<file path="config.mk">
export PLATFORM = sky130hd
export DESIGN_NAME = page_prog_buf
export DESIGN_NICKNAME = d
export VERILOG_FILES = /design/src/rtl/pp_pkg.sv /design/src/rtl/pp_collect.sv /design/src/rtl/pp_timer.sv /design/src/rtl/page_prog_buf.sv
export SDC_FILE = /design/constraint.sdc
export NUM_CORES = 2
export LEC_CHECK = 0
export ABC_AREA = 1
export BUFFER_PORTS_ARGS = -buffer_cell sky130_fd_sc_hd__buf_2
export CAP_MARGIN = 20
export CORE_ASPECT_RATIO = 1.25
export CORE_MARGIN = 2
export CORE_UTILIZATION = 40
export CTS_CLUSTER_SIZE = 25
export DETAILED_ROUTE_END_ITERATION = 8
export GPL_ROUTABILITY_DRIVEN = 0
export SLEW_MARGIN = 20
export SYNTH_ARGS = -nofsm -noshare
export SYNTH_HDL_FRONTEND = slang
export SYNTH_SLANG_ARGS = --single-unit
</file>
<file path="constraint.sdc">
create_clock -name clk -period 2.6 [get_ports clk]
set_input_delay 0.65 -clock clk [delete_from_list [all_inputs] [get_ports clk]]
set_output_delay 0.65 -clock clk [all_outputs]
set_load 0.01 [all_outputs]
</file>
<file path="src/rtl/pp_pkg.sv">
// Package: shared widths for the page program buffer.
// Assumes byte-wide array data and power-of-two page sizes.
package pp_pkg;
    localparam int BYTE_W = 8;
    typedef logic [BYTE_W-1:0] byte_t;
endpackage

</file>
<file path="src/rtl/pp_collect.sv">
// Module: pp_collect
// Captures the data bytes of one page program command into a page buffer.
// Keeps a written flag per offset, advances the offset with in-page wrap,
// and raises commit_req when chip enable closes a well-formed command.
// Assumes PAGE_BYTES is a power of two and that hold blocks new commands.
module pp_collect
    import pp_pkg::*;
#(
    parameter int ADDR_W     = 20,
    parameter int PAGE_BYTES = 256
) (
    input  logic                        clk,
    input  logic                        rst_n,
    input  logic                        cmd_start,
    input  logic [ADDR_W-1:0]           start_addr,
    input  logic                        byte_valid,
    input  byte_t                       byte_data,
    input  logic                        cs_rise,
    input  logic                        byte_partial,
    input  logic                        hold,
    input  logic [$clog2(PAGE_BYTES)-1:0] rd_idx,
    output byte_t                       rd_data,
    output logic                        rd_valid,
    output logic [ADDR_W-$clog2(PAGE_BYTES)-1:0] page,
    output logic                        commit_req
);
    localparam int OFF_W  = $clog2(PAGE_BYTES);
    localparam int PAGE_W = ADDR_W - OFF_W;

    logic                  active_q;
    logic                  got_q;
    logic [OFF_W-1:0]      ptr_q;
    logic [PAGE_W-1:0]     page_q;
    byte_t                 mem_q [PAGE_BYTES];
    logic [PAGE_BYTES-1:0] vld_q;

    logic new_cmd;
    logic take_byte;

    assign new_cmd   = cmd_start && !hold;
    assign take_byte = active_q && byte_valid && !new_cmd;

    // Command framing: open on a start, track the offset, close on CE rise.
    always_ff @(posedge clk) begin
        if (!rst_n) begin
            active_q <= 1'b0;
            got_q    <= 1'b0;
            ptr_q    <= '0;
            page_q   <= '0;
        end else if (new_cmd) begin
            active_q <= 1'b1;
            got_q    <= 1'b0;
            ptr_q    <= start_addr[OFF_W-1:0];
            page_q   <= start_addr[ADDR_W-1:OFF_W];
        end else begin
            if (take_byte) begin
                ptr_q <= ptr_q + OFF_W'(1);
                got_q <= 1'b1;
            end
            if (cs_rise) begin
                active_q <= 1'b0;
            end
        end
    end

    // Written flags: cleared per command, set per received byte.
    always_ff @(posedge clk) begin
        if (!rst_n) begin
            vld_q <= '0;
        end else if (new_cmd) begin
            vld_q <= '0;
        end else if (take_byte) begin
            vld_q[ptr_q] <= 1'b1;
        end
    end

    // Data storage: later bytes to the same offset overwrite earlier ones.
    always_ff @(posedge clk) begin
        if (take_byte) begin
            mem_q[ptr_q] <= byte_data;
        end
    end

    assign commit_req = active_q && cs_rise && !new_cmd && !byte_partial
                        && (got_q || byte_valid);
    assign rd_data    = mem_q[rd_idx];
    assign rd_valid   = vld_q[rd_idx];
    assign page       = page_q;


    hold_no_collect_chk: assert property (@(posedge clk) disable iff (!rst_n)
        hold |-> !active_q);
endmodule

</file>
<file path="src/rtl/pp_timer.sv">
// Module: pp_timer
// Self-timed program window. It holds busy for PROG_CYCLES cycles after go,
// exposes a walk index over the first PAGE_BYTES cycles, and pulses done
// once as busy falls. Assumes PROG_CYCLES >= PAGE_BYTES.
module pp_timer #(
    parameter int PAGE_BYTES  = 256,
    parameter int PROG_CYCLES = 300
) (
    input  logic                          clk,
    input  logic                          rst_n,
    input  logic                          go,
    output logic                          busy,
    output logic                          walk_on,
    output logic [$clog2(PAGE_BYTES)-1:0] walk_idx,
    output logic                          done
);
    localparam int OFF_W = $clog2(PAGE_BYTES);
    localparam int CNT_W = $clog2(PROG_CYCLES + 1);

    logic             busy_q;
    logic             done_q;
    logic [CNT_W-1:0] cnt_q;
    logic [CNT_W-1:0] len_q;

    // Window control: start on go when idle, end after the set length.
    always_ff @(posedge clk) begin
        if (!rst_n) begin
            busy_q <= 1'b0;
            done_q <= 1'b0;
            cnt_q  <= '0;
        end else begin
            done_q <= 1'b0;
            if (!busy_q) begin
                if (go) begin
                    busy_q <= 1'b1;
                    cnt_q  <= '0;
                end
            end else if (cnt_q == CNT_W'(PROG_CYCLES - 1)) begin
                busy_q <= 1'b0;
                done_q <= 1'b1;
            end else begin
                cnt_q <= cnt_q + CNT_W'(1);
            end
        end
    end

    assign busy     = busy_q;
    assign done     = done_q;
    assign walk_on  = busy_q && (cnt_q < CNT_W'(PAGE_BYTES));
    assign walk_idx = cnt_q[OFF_W-1:0];

    // Independent run-length counter used only by the window check.
    always_ff @(posedge clk) begin
        if (!rst_n) begin
            len_q <= '0;
        end else if (busy_q) begin
            len_q <= len_q + CNT_W'(1);
        end else begin
            len_q <= '0;
        end
    end


    busy_len_chk: assert property (@(posedge clk) disable iff (!rst_n)
        $fell(busy_q) |-> (len_q == CNT_W'(PROG_CYCLES)));

    done_at_fall_chk: assert property (@(posedge clk) disable iff (!rst_n)
        done_q |-> $fell(busy_q));

    done_single_chk: assert property (@(posedge clk) disable iff (!rst_n)
        done_q |=> !done_q);
endmodule

</file>
<file path="src/rtl/page_prog_buf.sv">
// Module: page_prog_buf (top)
// Collects one page program command, qualifies it with write enable and
// protection at CE rise, then replays the flagged buffer bytes as array
// write strobes within a timed busy window and requests a latch clear.
// Assumes the array ANDs each strobed byte into its stored value.
module page_prog_buf
    import pp_pkg::*;
#(
    parameter int ADDR_W      = 20,
    parameter int PAGE_BYTES  = 256,
    parameter int PROG_CYCLES = 300
) (
    input  logic              clk,
    input  logic              rst_n,
    input  logic              cmd_start,
    input  logic [ADDR_W-1:0] start_addr,
    input  logic              byte_valid,
    input  logic [7:0]        byte_data,
    input  logic              cs_rise,
    input  logic              byte_partial,
    input  logic              wel,
    input  logic              prot,
    output logic              busy,
    output logic              arr_we,
    output logic [ADDR_W-1:0] arr_addr,
    output logic [7:0]        arr_wdata,
    output logic              wel_clr
);
    localparam int OFF_W  = $clog2(PAGE_BYTES);
    localparam int PAGE_W = ADDR_W - OFF_W;

    logic              commit_req;
    logic              go;
    logic              walk_on;
    logic [OFF_W-1:0]  walk_idx;
    byte_t             rd_data;
    logic              rd_valid;
    logic [PAGE_W-1:0] page;

    pp_collect #(.ADDR_W(ADDR_W), .PAGE_BYTES(PAGE_BYTES)) u_collect (
        .clk(clk), .rst_n(rst_n), .cmd_start(cmd_start),
        .start_addr(start_addr), .byte_valid(byte_valid),
        .byte_data(byte_data), .cs_rise(cs_rise),
        .byte_partial(byte_partial), .hold(busy), .rd_idx(walk_idx),
        .rd_data(rd_data), .rd_valid(rd_valid), .page(page),
        .commit_req(commit_req)
    );

    assign go = commit_req && wel && !prot;

    pp_timer #(.PAGE_BYTES(PAGE_BYTES), .PROG_CYCLES(PROG_CYCLES)) u_timer (
        .clk(clk), .rst_n(rst_n), .go(go), .busy(busy),
        .walk_on(walk_on), .walk_idx(walk_idx), .done(wel_clr)
    );

    assign arr_we    = walk_on && rd_valid;
    assign arr_addr  = {page, walk_idx};
    assign arr_wdata = rd_data;


    gated_start_chk: assert property (@(posedge clk) disable iff (!rst_n)
        $rose(busy) |-> $past(wel && !prot && cs_rise));

    strobe_in_busy_chk: assert property (@(posedge clk) disable iff (!rst_n)
        arr_we |-> busy);
endmodule

</file>
-- Word-level counts from Yosys, hierarchy flattened
Memory sizes are Yosys's and may differ from the RTL's. A register that Yosys moved wholly into a read port is not among the register bits.
Cells that the tools add are included.
- ROM bits: 0
- memories: 1
- output and inout port bits: 31
- latch bits: 0
- memory bits (writable): 2048
- register bits: 289
- bits of input ports: 36
- logic and storage cells: 61
- memories (name ; depth ; width ; read ports ; clocked after memory_dff ; write ports ; line ; source):
    u_collect.mem_q ; 256 ; 8 ; 1 ; 1 ; 1 ; pp_collect.sv:34 ; byte_t mem_q [PAGE_BYTES];
- magnitude comparators: 4
- bitwise logic cells: 2
- multiply operators: 0
- equal/unequal tests: 2
- shift operators: 0
- muxes and demuxes: 19
- add/subtract/negate cells: 2
- divide/modulo/power cells: 0
- reductions and logical operators: 23
- operators by type and width (operator ; count):
    $or A256 B256 Y256 ; 1
    $mux W8 ; 4
    $mux W9 ; 3
    $lt A8 B9 Y1 const B ; 2
    $logic_and A1 B1 Y1 ; 12
    $mux W1 ; 10
    $add A9 B1 Y9 const B ; 1
    $eq A9 B9 Y1 const B ; 1
    $lt A9 B9 Y1 const B ; 1
    $add A8 B1 Y8 const B ; 1
    $bmux W1 S8 ; 1
    $demux W1 S8 ; 1
    $ge A8 B1 Y1 const B ; 1
    $reduce_bool A2 Y1 ; 3
    $logic_not A1 Y1 ; 4
    $reduce_and A2 Y1 ; 2
    $ne A2 B2 Y1 const B ; 1
    $reduce_or A2 Y1 ; 1
    $logic_or A1 B1 Y1 ; 1
    $not A1 Y1 ; 1

-- Logic depth before layout (Yosys ltp)
- depth in word-level cells: 12
- mapped depth: 18
- gate-level depth less buffers: 16

-- Hierarchy
Synthesis repeated with hierarchy kept, for this count alone.
- cell total of the unflattened synthesis: 8572
- area, all modules: 94473.1 um^2
- by module, submodules not included (module ; area an instance (um^2) ; seq. area each (um^2) ; instances ; cells each):
    pp_collect ; 93781.2 ; 67064.3 ; 1 ; 8466
    pp_timer ; 674.4 ; 220.2 ; 1 ; 102
    page_prog_buf ; 17.5 ; 0.0 ; 1 ; 4

-- Worst setup path after synthesis
OpenSTA, ideal clock, no wires.
- path type: register to output
- start point: reg u_timer.cnt_q[1]
- end point: out arr_we
- setup slack: 0.347 ns
- arrival time: 1.603 ns
- required time: 1.950 ns
- cell stages (with the launch flop): 16
- buffers on the path: 3
- cells stage by stage: dfxtp_1 -> buf_4 -> inv_2 -> buf_4 -> buf_2 -> nor2_1 -> o21ai_0 -> nand3_1 -> nand3_1 -> nand2_1 -> nand3_1 -> nand2_1 -> nand2_1 -> nand2_1 -> nor2_1 -> nor2_1
- word-level cells in the longest chain between the ends: 3
- elaborated cells between the ends (all ways): 5
- classes of those cells: order compare (1); mux (2); reduce/logical (2)
- RTL lines (what ; line ; source):
    start, declared ; pp_timer.sv:22 ; logic [CNT_W-1:0] cnt_q;
    start signal, assigned ; pp_timer.sv:42 ; cnt_q <= cnt_q + CNT_W'(1);
    $bmux W1 S8 / $lt A9 B9 Y1 (equally long branches) ; pp_collect.sv:87, pp_timer.sv:49 ;
    $mux W1 (implied by the code) / $logic_and A1 B1 Y1 (equally long branches) ; pp_collect.sv:87, pp_timer.sv:49 ;
    $logic_and A1 B1 Y1 * ; page_prog_buf.sv:56 ; assign arr_we = walk_on && rd_valid;
    end, declared ; page_prog_buf.sv:24 ; output logic arr_we,
Every way passes the cells marked *; elsewhere a longest branch is shown, timed or not. The select of a mux whose other input is x is not followed.

==> flow_summary.ini <==
[clocking]
clkLatencyLatePin_ps = 900
root_buffer = clkbuf_16
cts_buffer_depth = 4
cts_tree = built
numCtsBuffers = 226
cts.sinks = 2345
htreeDepth = 4
clk_pin_slew_worst_paths_ps = 60

[synthesis]
yosysWarnings = 0
yosys.cell_types.count = 38
syn_inst = 8726
ys_seq_elements = 2345
synth_area_mm2 = 0.0963
synthTopCellsByArea = edfxtp_1, nand3_1, nand2_1
syn_area_per_cell_um2 = 11.0
yosysSeqAreaShare = 0.700
yosys.area.top_type = edfxtp_1
syn_nets = 8767
synth_top_area_share = 0.638

[final_layout]
regArea_mm2 = 0.0675
final_common_cell = nand2_1
area_delta_synth_final_pct = 22.7
final_cell_mix = nand2_1, edfxtp_1, nand3_1
n_fill_cell = 20700
multi_input_area_mm2 = 0.0273
stdcell_area_mm2 = 0.118
fin_nets = 9407
final_layout_size_suffix_gt1_frac = 0.198

[critical_path]
crit_slowest_cell = dfxtp_4
cp_num_buf_inv = 6
crit_top_cell = nand3_1
crit_arrival_ps = 3420
crit_fanout = 25
critPathLaunchType = register
crit_family = buffers and inverters
crit_type = register to output pin
worstPathRequired_ps = 1950
critPathMaxStageDelay_ps = 360
crit_path_end_kind = output pin
crit_chain = buf_12, buf_16, buf_12, clkbuf_16, o21ai_0, nand3_1, nand3_1, nand3_1, nand3_1, nand3_1, buf_4, nand2_2, nand2_2, nand2_4, buf_6

[grt]
grt-ovfl-total = 0
grt_use_total = 0.246
grtUsageMet3 = 0.0344
grt_max_degree = 76
grt_pass1_wl_um = 448000
busiest_layer = met2
grt_antenna_before_repair = 4
grt_util_met2 = 0.410
grt_pass1_vias = 67100
met1_usage = 0.304

[place]
dp_slack_ps = -1080
dpl-instance-area_mm2 = 0.106
io_buffers = 66
dp_hpwl_um = 196000

[routing]
vias_per_cell = 5.51
wl_per_cell_um = 24.6
ant_nets = 0
num_vias = 70000
wl_um = 313000
drt_iter0_drc = 8450
firstDrtPassIters = 6
drc = 0

[sta]
setup_ws_ps = -1470
maxSlewHeadroom = 0.501
period_needed_ps = 4070
drv_slew = 0
post-route-period-util = 1.56
rsz0062_at_grt = yes
fmax_mhz = 246
setup_viol = 9
hold_violations = 0
fin_hold_ws_ps = 40.4
worst_pin_slew_ps = 748
fin_skew_ps = 74.7

[pwr]
p_per_area_mw_per_mm2 = 635
peakVddDrop_mv = 0.558
p_leak_nw = 42.2

[flow_run]
maxCapViolations = 0

[floorplanning]
fp.dieH_um = 553
initial_core_util = 0.402
io_pins = 67
die_w_um = 443
core_area_mm2 = 0.240
fp-row-count = 201
die_area_mm2 = 0.245

[outcome]
outcome = finished, violations left
violations = negative setup slack

[hold_path]
min_path_type = primary input to register
[worst reg2reg max path, stage by stage, from the launching register on]
cell and delay (ps):
dfxtp_4 380, buf_4 160, bufbuf_16 300, ha_1 230
nand4_1 150, nand2_1 100, nand2_1 160, nand2_1 70
nor2_1 160, nand2_1 110, nor2_1 200, a21oi_1 100
nor2_1 190
[what timing repair did]
item                                    CTS  global route
buffers inserted                         45            16
hold endpoints to repair                  5             0
cloned                                   32            19
gates resized for setup                 408           238
endpoints found under the setup margin   10            10
pin swaps                                97           108
hold buffers                              5             0
[Yosys cell counts, drive strengths merged]
master	n
o21ai	110
nor2	952
a31oi	4
inv	208
a211oi	1
o211ai	9
o22ai	8
nor3b	1
a21oi	44
nand4	3
edfxtp	2048
or2	2
ha	5
nor3	5
buf	475
o21a	7
nand2	2362
xor2	1
dfxtp	297
nand3	2083
clkinv	2
clkbuf	99
[cell type report]
type	count	share of cell area
well taps	3146	0.0333
inverters	210	0.00737
diodes	4	0.0000847
multi-input cells	5597	0.231
clock buffers	298	0.0518
repair inverters	3	0.000349
repair buffers	983	0.0965
clock inverters	113	0.00918
flip-flops and latches	2345	0.571
[per-layer routing]
metal,routed length (um),vias to the layer above
met5,20,-
li1,-,31500
met1,116000,34500
met3,24200,753
met2,151000,3254
met4,20800,2
[through the flow]
stage	cells	util	setup TNS [ps]	power, W
finish	12700	0.493	-12310	0.0751
global route	12700	0.493	-12740	0.0768
CTS	12700	0.487	-12510	0.0754
detailed placement	12200	0.443	-8470	0.0432
global placement	12200	0.443	-8530	0.0431
floorplan	8726	-	0	0.0421
[report_power, final]
part / switching (W) / internal, W
sequential: 0.0000229 / 0.0409
clock: 0.0143 / 0.0184
combinational: 0.00116 / 0.000371
[logic make-up after synthesis]
logic type / after synthesis / synth area share
adder cells (fa/ha/maj): 5 / 0.000649
AO/OA/AOI/OAI: 183 / 0.0101
flip-flops: 2345 / 0.700
AND/OR/NAND/NOR: 5408 / 0.248
buffers and inverters: 784 / 0.0409
XOR/XNOR: 1 / 0.0000909
[state kept, by name, indices dropped and copies added (netlist names), named ones only]
register and cells:
u_collect.active_q 1, u_collect.got_q 1, u_collect.mem_q 2048, u_collect.page 12
u_collect.ptr_q 8, u_collect.vld_q 256, u_timer.busy 1, u_timer.cnt_q 9
u_timer.done 1
[path summary, 6_finish.rpt]
| check | start | end | slack (ps) | cells after the start |
|---|---|---|---|---|
| hold / removal | start_addr[16] | u_collect.page[8] | 40 | 3 |
| setup / recovery | register | arr_wdata[7] | -1470 | 15 |
| setup reg to reg | u_timer.cnt_q[0] | register | 190 | 12 |
| hold reg to reg | u_collect.vld_q[165] | u_collect.vld_q[165] | 470 | 1 |
Power figures use the tool's default switching activity.
